==> src/rtl/bus_cycle_monitor.sv <==
module bus_cycle_monitor #(
  parameter int TW = 4
) (
  input  logic          clk,
  input  logic          rst_n,
  input  logic          ale,
  input  logic [7:0]    ad,
  input  logic [7:0]    a_hi,
  input  logic          io_m,
  input  logic [1:0]    st,
  input  logic          rd_n,
  input  logic          wr_n,
  input  logic          inta_n,
  output logic          rec_valid,
  output logic [2:0]    rec_kind,
  output logic [15:0]   rec_addr,
  output logic [7:0]    rec_data,
  output logic [TW-1:0] rec_tcount,
  output logic          rec_len_err,
  output logic          rec_port_mismatch,
  output logic          rec_no_data
);

  localparam logic [2:0] K_FETCH = 3'd0, K_MRD = 3'd1, K_MWR = 3'd2, K_IORD = 3'd3,
                         K_IOWR  = 3'd4, K_INTA = 3'd5, K_IDLE = 3'd6, K_BAD = 3'd7;
  localparam logic [TW-1:0] T_MAX = {TW{1'b1}};
  localparam logic [TW-1:0] T3 = TW'(3), T4 = TW'(4), T6 = TW'(6);

  logic          ale_q, run, prev_inta, got;
  logic [2:0]    cur_stat, cur_kind;
  logic [7:0]    lo, hi, dat;
  logic [TW-1:0] tcnt;

  wire [2:0] stat_in = {io_m, st};
  wire strobe = !rd_n || !wr_n || !inta_n;
  wire begin_c = (ale && !ale_q) || (!ale && stat_in != cur_stat);

  function automatic logic [2:0] decode(input logic [2:0] s);
    case (s)
      3'b011:  return K_FETCH;
      3'b010:  return K_MRD;
      3'b001:  return K_MWR;
      3'b110:  return K_IORD;
      3'b101:  return K_IOWR;
      3'b111:  return K_INTA;
      3'b000:  return K_IDLE;
      default: return K_BAD;
    endcase
  endfunction

  function automatic logic legal(input logic [2:0] k, input logic [TW-1:0] t, input logic pi);
    case (k)
      K_FETCH:                     return t == T4 || t == T6;
      K_MRD, K_MWR, K_IORD, K_IOWR: return t == T3;
      K_INTA:                      return pi ? (t == T3) : (t == T6);
      K_IDLE:                      return t == T6;
      default:                     return 1'b0;
    endcase
  endfunction

  wire is_io = cur_kind == K_IORD || cur_kind == K_IOWR;

  always_ff @(posedge clk) begin
    if (!rst_n) begin
      ale_q <= 1'b0; run <= 1'b0; prev_inta <= 1'b0; got <= 1'b0;
      cur_stat <= 3'b000; cur_kind <= K_IDLE;
      lo <= '0; hi <= '0; dat <= '0; tcnt <= '0;
      rec_valid <= 1'b0; rec_kind <= '0; rec_addr <= '0; rec_data <= '0;
      rec_tcount <= '0; rec_len_err <= 1'b0; rec_port_mismatch <= 1'b0; rec_no_data <= 1'b0;
    end else begin
      ale_q <= ale;
      rec_valid <= begin_c && run;
      if (begin_c) begin
        if (run) begin
          rec_kind          <= cur_kind;
          rec_addr          <= {hi, lo};
          rec_data          <= got ? dat : 8'h00;
          rec_tcount        <= tcnt;
          rec_len_err       <= !legal(cur_kind, tcnt, prev_inta);
          rec_port_mismatch <= is_io && (hi != lo);
          rec_no_data       <= !got;
        end
        prev_inta <= run && cur_kind == K_INTA;
        run       <= 1'b1;
        cur_stat  <= stat_in;
        cur_kind  <= decode(stat_in);
        tcnt      <= TW'(1);
        lo        <= ale ? ad : 8'h00;
        hi        <= ale ? a_hi : 8'h00;
        got       <= strobe;
        dat       <= strobe ? ad : 8'h00;
      end else if (run) begin
        if (tcnt != T_MAX) tcnt <= tcnt + TW'(1);
        if (ale) begin
          lo <= ad;
          hi <= a_hi;
        end
        if (strobe) begin
          dat <= ad;
          got <= 1'b1;
        end
      end
    end
  end

endmodule

==> config.mk <==
export PLATFORM = sky130hd
export DESIGN_NAME = bus_cycle_monitor
export DESIGN_NICKNAME = d
export VERILOG_FILES = /design/src/rtl/bus_cycle_monitor.sv
export SDC_FILE = /design/constraint.sdc
export NUM_CORES = 1
export LEC_CHECK = 0
export ABC_AREA = 0
export BUFFER_PORTS_ARGS = -buffer_cell sky130_fd_sc_hd__clkbuf_2
export CAP_MARGIN = 0
export CORE_MARGIN = 2
export CORE_UTILIZATION = 54
export CTS_CLUSTER_SIZE = 14
export DETAILED_ROUTE_END_ITERATION = 16
export GPL_TIMING_DRIVEN = 1
export PLACE_DENSITY = 0.88
export SLEW_MARGIN = 10
export SYNTH_ARGS = -nofsm -noshare
export SYNTH_HDL_FRONTEND = slang
export SYNTH_SLANG_ARGS = --single-unit
==> constraint.sdc <==
create_clock -name clk -period 1.9 [get_ports clk]
set_input_delay 0.38 -clock clk [delete_from_list [all_inputs] [get_ports clk]]
set_output_delay 0.38 -clock clk [all_outputs]
set_load 0.02 [all_outputs]
* Yosys cells after proc, flatten, opt, wreduce, memory -nomap -nowiden *
Cells that the tools add are included.

operators by class
  add/sub/neg operators = 1
  eq/ne operators = 18
  mux-type cells = 25
  bitwise logic cells = 1
  reduce and logical (&&, ||, !) cells = 30

operators by type and width
  cell                                                                   number
  8-bit 2-to-1 mux                                                       13
  3-bit case mux with 7 select lines                                     1
  3-bit equality test, second input constant                             6
  3-bit by 2-bit equality test with 1-bit output, second input constant  4
  1-bit 2-to-1 mux                                                       10
  2-bit AND reduction                                                    5
  4-bit by 3-bit equality test with 1-bit output, second input constant  2
  8-bit inequality test                                                  1
  2-bit nonzero test                                                     4
  1-bit logical NOT                                                      7
  3-bit by 1-bit equality test with 1-bit output, second input constant  2
  3-bit logical NOT                                                      2
  1-bit logical AND                                                      5
  1-bit logical OR                                                       5
  4-bit by 1-bit adder with 4-bit output, second input constant          1
  4-bit by 2-bit equality test with 1-bit output, second input constant  1
  4-bit inequality test, second input constant                           1
  1-bit case mux with 4 select lines                                     1
  4-bit OR reduction                                                     1
  3-bit inequality test                                                  1
  2-bit OR reduction                                                     1
  1-bit inverter                                                         1

storage, ports and cells
  bits in registers = 73
  input port bits = 25
  output and inout bits = 35
  word-level logic and storage cells = 94

* Logic depth before layout (Yosys ltp) *
Gate-level depths: netlist of run 1.

  depth in word-level cells = 7
  gate-level depth with buffers = 6
  gate-level depth less buffers = 6

* Worst setup path after synthesis of run 1 *
No wires, ideal clock.

  path kind = input-to-reg
  start point = input port io_m
  end point = register rec_addr[10]
  library setup time = 0.132 ns
  arrival = 1.528 ns
  data required time = 1.768 ns
  setup slack = 0.240 ns
  stages on the path = 6
  buffers on the path = 2
  cells stage by stage = xor2_2 o41a_2 buf_4 buf_2 nand3_1 a21oi_1

on the way
  longest elaborated chain between the ends = 4

RTL lines
  element                        RTL line  text
  start, declared                9         input logic io_m,
  3-bit inequality test          36        wire begin_c = (ale && !ale_q) || (!ale && stat_in != cur_stat);
  1-bit logical AND              36
  1-bit logical OR               36
  2-bit AND reduction (no line)  n/a
  end signal, assigned           76        rec_addr <= {hi, lo};
  end, declared                  16        output logic [15:0] rec_addr,

No other way between the ends.
A chain may end at the register's enable or synchronous reset.

* Final worst setup path of run 1 *
  start point = register cur_stat[0]
  end point = register prev_inta

on the way
  longest elaborated chain between the ends = 3

RTL lines
  element                 RTL line  text
  start, declared         30        logic [2:0] cur_stat, cur_kind;
  start signal, assigned  85        cur_stat <= stat_in;
  3-bit inequality test   36
  1-bit logical AND       36
  1-bit logical OR        36
  end signal, assigned    65        ale_q <= 1'b0; run <= 1'b0; prev_inta <= 1'b0; got <= 1'b0;
  end signal, assigned    83        prev_inta <= run && cur_kind == K_INTA;
  end, declared           29        logic ale_q, run, prev_inta, got;

No other way between the ends.

==> results of run 1 <==
==> worst max-delay path by stage <==
stage / startpoint / endpoint / slack, ps / cells past startpoint
CTS: cur_stat[0] / prev_inta / 190 / 5
detailed placement: io_m / dat[5] / 20 / 5
global route: cur_stat[0] / prev_inta / 100 / 5
finish: cur_stat[0] / prev_inta / 190 / 5
floorplan: io_m / rec_addr[10] / 240 / 6
global placement: st[1] / dat[2] / 70 / 5
==> registers in the layout, indices dropped and copies added (netlist names) <==
name and count:
got 1, dat 8, ale_q 1, rec_data 8, rec_valid 1, rec_port_mismatch 1, hi 8, rec_no_data 1
cur_kind 3, lo 8, run 1, rec_kind 3, rec_len_err 1, cur_stat 3, prev_inta 1, rec_tcount 4
rec_addr 16, tcnt 4
==> cells by family after synthesis <==
| group | count (synthesis) | share of synthesized area, % |
|---|---|---|
| AO/OA/AOI/OAI | 112 | 22.3 |
| XOR/XNOR | 14 | 4.55 |
| adder cells (fa/ha/maj) | 4 | 1.57 |
| buffers and inverters | 32 | 5.79 |
| flip-flops | 73 | 48.3 |
| multiplexers | 2 | 0.704 |
| AND/OR/NAND/NOR | 103 | 16.8 |
==> stage by stage <==
| stage | total power [W] | instances | area (sq um) | hold slack, ps |
|---|---|---|---|---|
| 2_1_floorplan | 0.00199 | 340 | 3020 | 433 |
| 3_3_place_gp | 0.00213 | 463 | 3420 | 443 |
| 3_5_place_dp | 0.00214 | 463 | 3420 | 453 |
| 4_1_cts | 0.00326 | 478 | 3600 | 261 |
| 5_1_grt | 0.00338 | 478 | 3600 | 274 |
| 6_report | 0.00325 | 478 | 3600 | 279 |
==> final cells by class <==
class	count	area, sq um
fillers	470	1870
flip-flops and latches	73	1460
well taps	72	90.1
clock buffers	11	131
clock inverters	4	45.0
multi-input cells	235	1390
inverters	6	22.5
repair buffers	77	455
==> report_power, final <==
part	internal, W	switching [W]	leakage (nW)
sequential	0.00160	0.0000662	0.598
combinational	0.000171	0.000274	0.765
clock	0.000594	0.000540	0.0929
total	0.00237	0.000880	1.46
==> critical path: stages (launching register included) <==
cell     delay, ps
dfxtp_1        350
xor2_1         360
o41ai_4        120
buf_12         190
or4_1          470
a21oi_1        150
==> layer usage <==
metal / vias to the layer above / GRT usage, % / routed length [um]
met5: - / 0 / 0
met4: 0 / 10.0 / 153
met3: 13 / 5.91 / 415
met2: 98 / 39.1 / 3400
met1: 1286 / 31.1 / 3200
li1: 1342 / - / -
==> cells in the final DEF, fill, tap and decap left out, types with 8 or more instances in the layout <==
master	instances
clkbuf_2	59
xnor2_1	9
nor2_1	18
buf_4	16
clkbuf_8	9
o21ai_0	8
o21ai_1	33
nand3_1	29
nand4_1	18
nand2_1	25
a22oi_1	11
dfxtp_1	73
a21oi_1	40
==> qor.csv, run 1 <==
metric;value;unit
yosys_warnings;0;
via_count;2739;
grt_max_degree;38;
clock_skew;7.74;ps
drt.antenna.violating_nets;0;
tightest_slew;606;ps
synthTopCellsByCount;dfxtp_1 (73), a21oi_1 (40), o21ai_1 (33), nand3_1 (29), nand2_1 (25);
core-area;5470;sq um
die_w;78.8;um
post-place-ws;23.7;ps
ys_seq_area_share;48.3;%
gr-total-overflow;0;
crit_path_start_kind;register;
crit_type;reg2reg;
antenna_found_initial;0;
tns;0;ps
drive_gt1_share;24.9;%
postCtsSetupRepairBufs;0;
avgSynthCellArea;8.89;sq um
total_leakage_power;1.46;nW
synth_edf_count;0;
postCtsHoldBufs;0;
hold_path_class;in2reg;
rows;27;
fin_crit_sh;90.2;%
cp.required;2170;ps
p_per_area;902;nW/um^2
start_util;55.2;%
portBuffers;59;
syn_area;3020;sq um
netlist_top_cells_area;dfxtp_1 (48%), a21oi_1 (6.6%), o21ai_1 (5.5%);
cts_made_buffers;9;
grt_pass1_wl;11.9;mm
root_buffer;clkbuf_8;
cts_tree;yes;
rr_worst_depth;5;
fp.dieH;78.8;um
firstDrtPassIters;5;
slew_headroom;59.2;%
nets;430;
boundaryPins;60;
endpoint_kind;register;
hpwl;5.12;mm
hold_viol;0;
holdPathStages;2;
cts_max_level;3;
area_delta_synth_final;19.1;%
syn_nets;368;
final_util;65.8;%
post-route-min-period;1710;ps
ff2ff_setup_slack;190;ps
track_usage;24.2;%
die-area;6210;sq um
ys_seq_elements;73;
critPathMaxFanout;37;
syn_inst;340;
yosysTopAreaCell;dfxtp_1;
synth-main-ff-cell;dfxtp_1;
ys_types;47;
synth_top_cell_area_share;48.3;%
slew_violations;0;
gp_congestion;0.859;
synth_most_common_cell;dfxtp_1;
clk_latency;340;ps
r2r_start;cur_stat[0];
clock.fmax;583;MHz
critPathArrivalTime;1990;ps
drt_iter0_drc;204;
cts.path.max_buffers;2;
synthArstFlopShare;0;%
clkSinkCount;73;
n_antenna_cell;0;
drc;0;
ir_drop;0.553;mV
min_to;lo[3];
maxCapViolCount;0;
cts_resized;0;
outcome;complete, no violations;
rsz0062_at_grt;false;
setup_viol;0;
hp-start;ad[3];
r2r_end;prev_inta;
path_clk_slew;80;ps
drt-total-wl;7.17;mm
via_per_inst;5.73;
wl_per_cell;15.0;um
grt_pass1_vias;2560;
setup_slack;185;ps
(Power assumes the default switching activity.)
==> run 2: changes to the inputs <==
- CORE_UTILIZATION: 54 -> 55
- CTS_BUF_LIST: default -> sky130_fd_sc_hd__clkbuf_4
- PLACE_DENSITY: 0.88 -> 0.9
- SLEW_MARGIN: 10 -> default
==> run 2 against run 1 <==
  * Die area decreased by 1.7%
  * Critical path type unchanged
  * Non-clock buffer count down 2
  * Combinational power up 4%
  * Hold slack lost 87 ps
  * Clock skew increased by 0.69 ps
  * Sequential share of layout area down 0.20 points
==> qor.csv, run 2 (synthesis results as in run 1) <==
metric;value;unit
drt_iter0_drc;185;
cts_made_buffers;9;
cts_resized;0;
portBuffers;59;
rows;26;
cp.buffers_inverters;1;
start_util;58.1;%
final-seq-area;1460;sq um
gp_congestion;0.868;
r2r_start;cur_stat[0];
tightest_slew;670;ps
final_cell_mix;dfxtp_1 (73), clkbuf_2 (59), a21oi_1 (40);
hold_viol;0;
post-route-min-period;1730;ps
cp.required;2260;ps
grt_pass1_wl;12.4;mm
postCtsHoldBufs;0;
drc;0;
nets;428;
hp-start;ad[4];
cts_max_level;3;
hpwl;5.32;mm
clock.fmax;577;MHz
crit_path_top_delay_cell;or4_1;
wl_met3;461;um
firstDrtPassIters;5;
clock_skew;8.43;ps
boundaryPins;60;
fin_crit_sh;91.1;%
drive_gt1_share;24.9;%
die-area;6110;sq um
wl_met2;3.76;mm
drt.antenna.violating_nets;0;
setup_slack;168;ps
p_per_area;927;nW/um^2
endpoint_kind;register;
tns;0;ps
hold_path_class;in2reg;
n_antenna_cell;0;
slew_headroom;54.9;%
wl_per_cell;16.0;um
track_usage;25.8;%
path_clk_slew;120;ps
post-place-ws;0.0212;ps
cts_tree;yes;
outcome;complete, no violations;
area_delta_synth_final;19.7;%
setup_viol;0;
die_w;78.1;um
final_cells;475;
ff2ff_setup_slack;170;ps
antenna_found_initial;0;
top_register;rec_addr;
fillCellCount;431;
maxCapViolCount;0;
critPathMaxFanout;25;
drt-total-wl;7.58;mm
fp.dieH;78.1;um
rsz0062_at_grt;false;
crit_type;reg2reg;
cp_slowest_stage_delay;470;ps
crit_path_start_kind;register;
via_count;2804;
total_leakage_power;1.45;nW
place_inst;459;
cp-startpoint;cur_stat[0];
multi_input_area;1390;sq um
grt_pass1_vias;2711;
largest_reg_flops;16;
grt_max_degree;41;
postCtsSetupRepairBufs;0;
ir_drop;0.640;mV
worstPathCellList;xor2_1 -> o41ai_4 -> buf_12 -> or4_1 -> a21oi_1;
crit_family;simple AND/OR/NAND/NOR gates;
gr-total-overflow;0;
root_buffer;clkbuf_4;
core-area;5200;sq um
via_per_inst;5.90;
critPathArrivalTime;2090;ps
clk_latency;420;ps
wl_met1;3.19;mm
cts.path.max_buffers;2;
dr.max_layer_used;met4;
slew_violations;0;
clkSinkCount;73;
final_common_cell;dfxtp_1;
[run 2: final cells by class]
class | count | share of cell area [%]
inverters | 6 | 0.623
well taps | 70 | 2.42
repair buffers | 75 | 12.9
flip-flops and latches | 73 | 40.4
clock inverters | 7 | 3.29
multi-input cells | 235 | 38.5
clock buffers | 9 | 1.87
[run 2: metrics by stage]
step           utilization, %  area (sq um)  total power (W)  hold slack, ps
3_3_place_gp             65.9          3430          0.00214             443
3_5_place_dp             65.9          3430          0.00216             453
6_report                 69.5          3620          0.00335             192
5_1_grt                  69.5          3620          0.00347             197
2_1_floorplan               -          3020          0.00199             433
4_1_cts                  69.5          3620          0.00336             178
[run 2: worst paths after layout]
path / cells past startpoint / endpoint
min: 2 / lo[4]
max reg2reg: 5 / prev_inta
max: 5 / prev_inta
min reg2reg: 2 / prev_inta
[run 2: metal layers]
metal	global-route usage, %	vias to the layer above
met5	0	-
met4	12.6	0
met3	3.79	18
met2	44.0	112
met1	32.0	1328
li1	-	1346
[run 2: power by group]
| group | total, W | internal [W] | switching (W) | leakage [nW] |
|---|---|---|---|---|
| clock network | 0.00122 | 0.000666 | 0.000556 | 0.0938 |
| logic | 0.000461 | 0.000175 | 0.000286 | 0.763 |
| registers | 0.00167 | 0.00160 | 0.0000659 | 0.598 |
| total | 0.00335 | 0.00244 | 0.000908 | 1.45 |
==> run 3: changes to the inputs <==
- BUFFER_PORTS_ARGS: -buffer_cell sky130_fd_sc_hd__clkbuf_2 -> -buffer_cell sky130_fd_sc_hd__buf_2
- SKIP_LAST_GASP: default -> 1
==> run 3 against run 2 <==
  * Critical path depth fell by 1
  * Largest cell class unchanged
  * Sequential power is essentially flat
  * First-iteration DRC count down 15%
  * Power shrank 9.1%
  * Sequential share of layout area up 0.54 points
  * Global-route usage is essentially flat
  * Final cell count rose by 0.63%
  * Maximum frequency decreased by 3.9%
  * Wire length shrank 1.5%
==> qor.csv, run 3 (synthesis results as in run 1) <==
metric;value;unit
gp_congestion;0.840;
drc;0;
start_util;58.1;%
drt.antenna.violating_nets;0;
drt_iter0_drc;157;
critPathMaxFanout;9;
hold_viol;0;
top_register;rec_addr;
wl_per_cell;15.6;um
via_count;2806;
drt-total-wl;7.47;mm
portBuffers;59;
antenna_found_initial;0;
seqPwrFrac;54.6;%
p_sw_share;28.8;%
critPathArrivalTime;2090;ps
design_area;3570;sq um
cts_made_buffers;9;
p_per_area;853;nW/um^2
pwr-share-comb;15.2;%
multi_input_area;1390;sq um
clock.fmax;555;MHz
clock_skew;15.8;ps
core-area;5200;sq um
grt_pass1_wl;12.5;mm
holdPathStages;2;
final_cell_mix;dfxtp_1 (73), buf_2 (59), a21oi_1 (40);
crit_path_start_kind;register;
ir_drop;0.555;mV
track_usage;25.8;%
clkPwrFrac;30.1;%
firstDrtPassIters;4;
boundaryPins;60;
rows;26;
n_antenna_cell;0;
tightest_slew;454;ps
slew_headroom;69.7;%
hold_path_class;in2reg;
outcome;complete, no violations;
rr_worst_depth;4;
total_leakage_power;1.47;nW
maxCapViolCount;0;
cts_tree;yes;
placed_area;3440;sq um
fin_crit_sh;94.8;%
nets;431;
min_to;lo[6];
postCtsSetupRepairBufs;0;
tns;0;ps
p_total;0.00305;W
hp-start;ad[6];
root_buffer;clkbuf_4;
die-area;6110;sq um
fp.dieH;78.1;um
internal_power;0.00217;W
grt_pass1_vias;2740;
final_common_cell;dfxtp_1;
clkSinkCount;73;
ff2ff_setup_slack;100;ps
drive_gt1_share;25.2;%
hpwl;5.22;mm
final_util;68.6;%
gr-total-overflow;0;
via_per_inst;5.87;
cts_resized;0;
slew_violations;0;
postCtsHoldBufs;0;
rsz0062_at_grt;false;
path_clk_slew;120;ps
die_w;78.1;um
cts_max_level;3;
fillCellCount;441;
setup_viol;0;
post-route-min-period;1800;ps
area_delta_synth_final;18.1;%
power_switching;0.000878;W
largest_reg_flops;16;
crit_type;reg2reg;
endpoint_kind;register;
clk_latency;430;ps
final-seq-area;1460;sq um
grt_max_degree;37;
r2r_end;dat[4];
cp.required;2190;ps
cts.path.max_buffers;2;
r2r_start;cur_stat[2];
==> run 3: power groups by stage <==
| stage | Clock [W] | Sequential, W | Combinational [W] |
|---|---|---|---|
| finish | 0.000918 | 0.00166 | 0.000464 |
| CTS | 0.000936 | 0.00166 | 0.000459 |
| global placement | 0 | 0.00170 | 0.000439 |
| floorplan | 0 | 0.00171 | 0.000274 |
| global route | 0.000999 | 0.00168 | 0.000504 |
| detailed placement | 0 | 0.00170 | 0.000456 |
==> run 3: cell type report <==
cell class,count,share of cell area [%]
flip-flops and latches,73,40.9
multi-input cells,235,39.0
clock inverters,7,1.72
repair buffers,78,13.3
clock buffers,9,1.89
well taps,70,2.45
inverters,6,0.631
==> run 3: through the flow <==
stage	hold WS [ps]	setup slack, ps	instances
floorplan	433	240	340
global placement	442	56.9	462
detailed placement	451	15.7	462
CTS	168	135	478
global route	165	58.4	478
finish	183	98.4	478
==> run 3: worst max path at each step <==
stage                start      endpoint  cells after the start
2_1_floorplan         io_m  rec_addr[10]                      6
3_3_place_gp          io_m   rec_len_err                      6
3_5_place_dp          io_m   rec_len_err                      6
4_1_cts        cur_stat[0]     prev_inta                      5
5_1_grt        cur_stat[0]     prev_inta                      5
6_report       cur_stat[2]        dat[4]                      4
==> run 3: worst max-delay path, stage by stage, from the launching register on <==
cell	delay, ps
dfxtp_1	350
xor2_2	190
o41a_2	570
o21ai_2	380
o21ai_0	170
==> run 3: metal layers <==
layer  vias up  routed length, um  global-route usage [%]
met2       111               3760                    43.0
met4         0                190                    9.65
li1       1355                  -                       -
met5         -                  0                       0
met3        20                500                    8.16
met1      1320               3010                    31.1
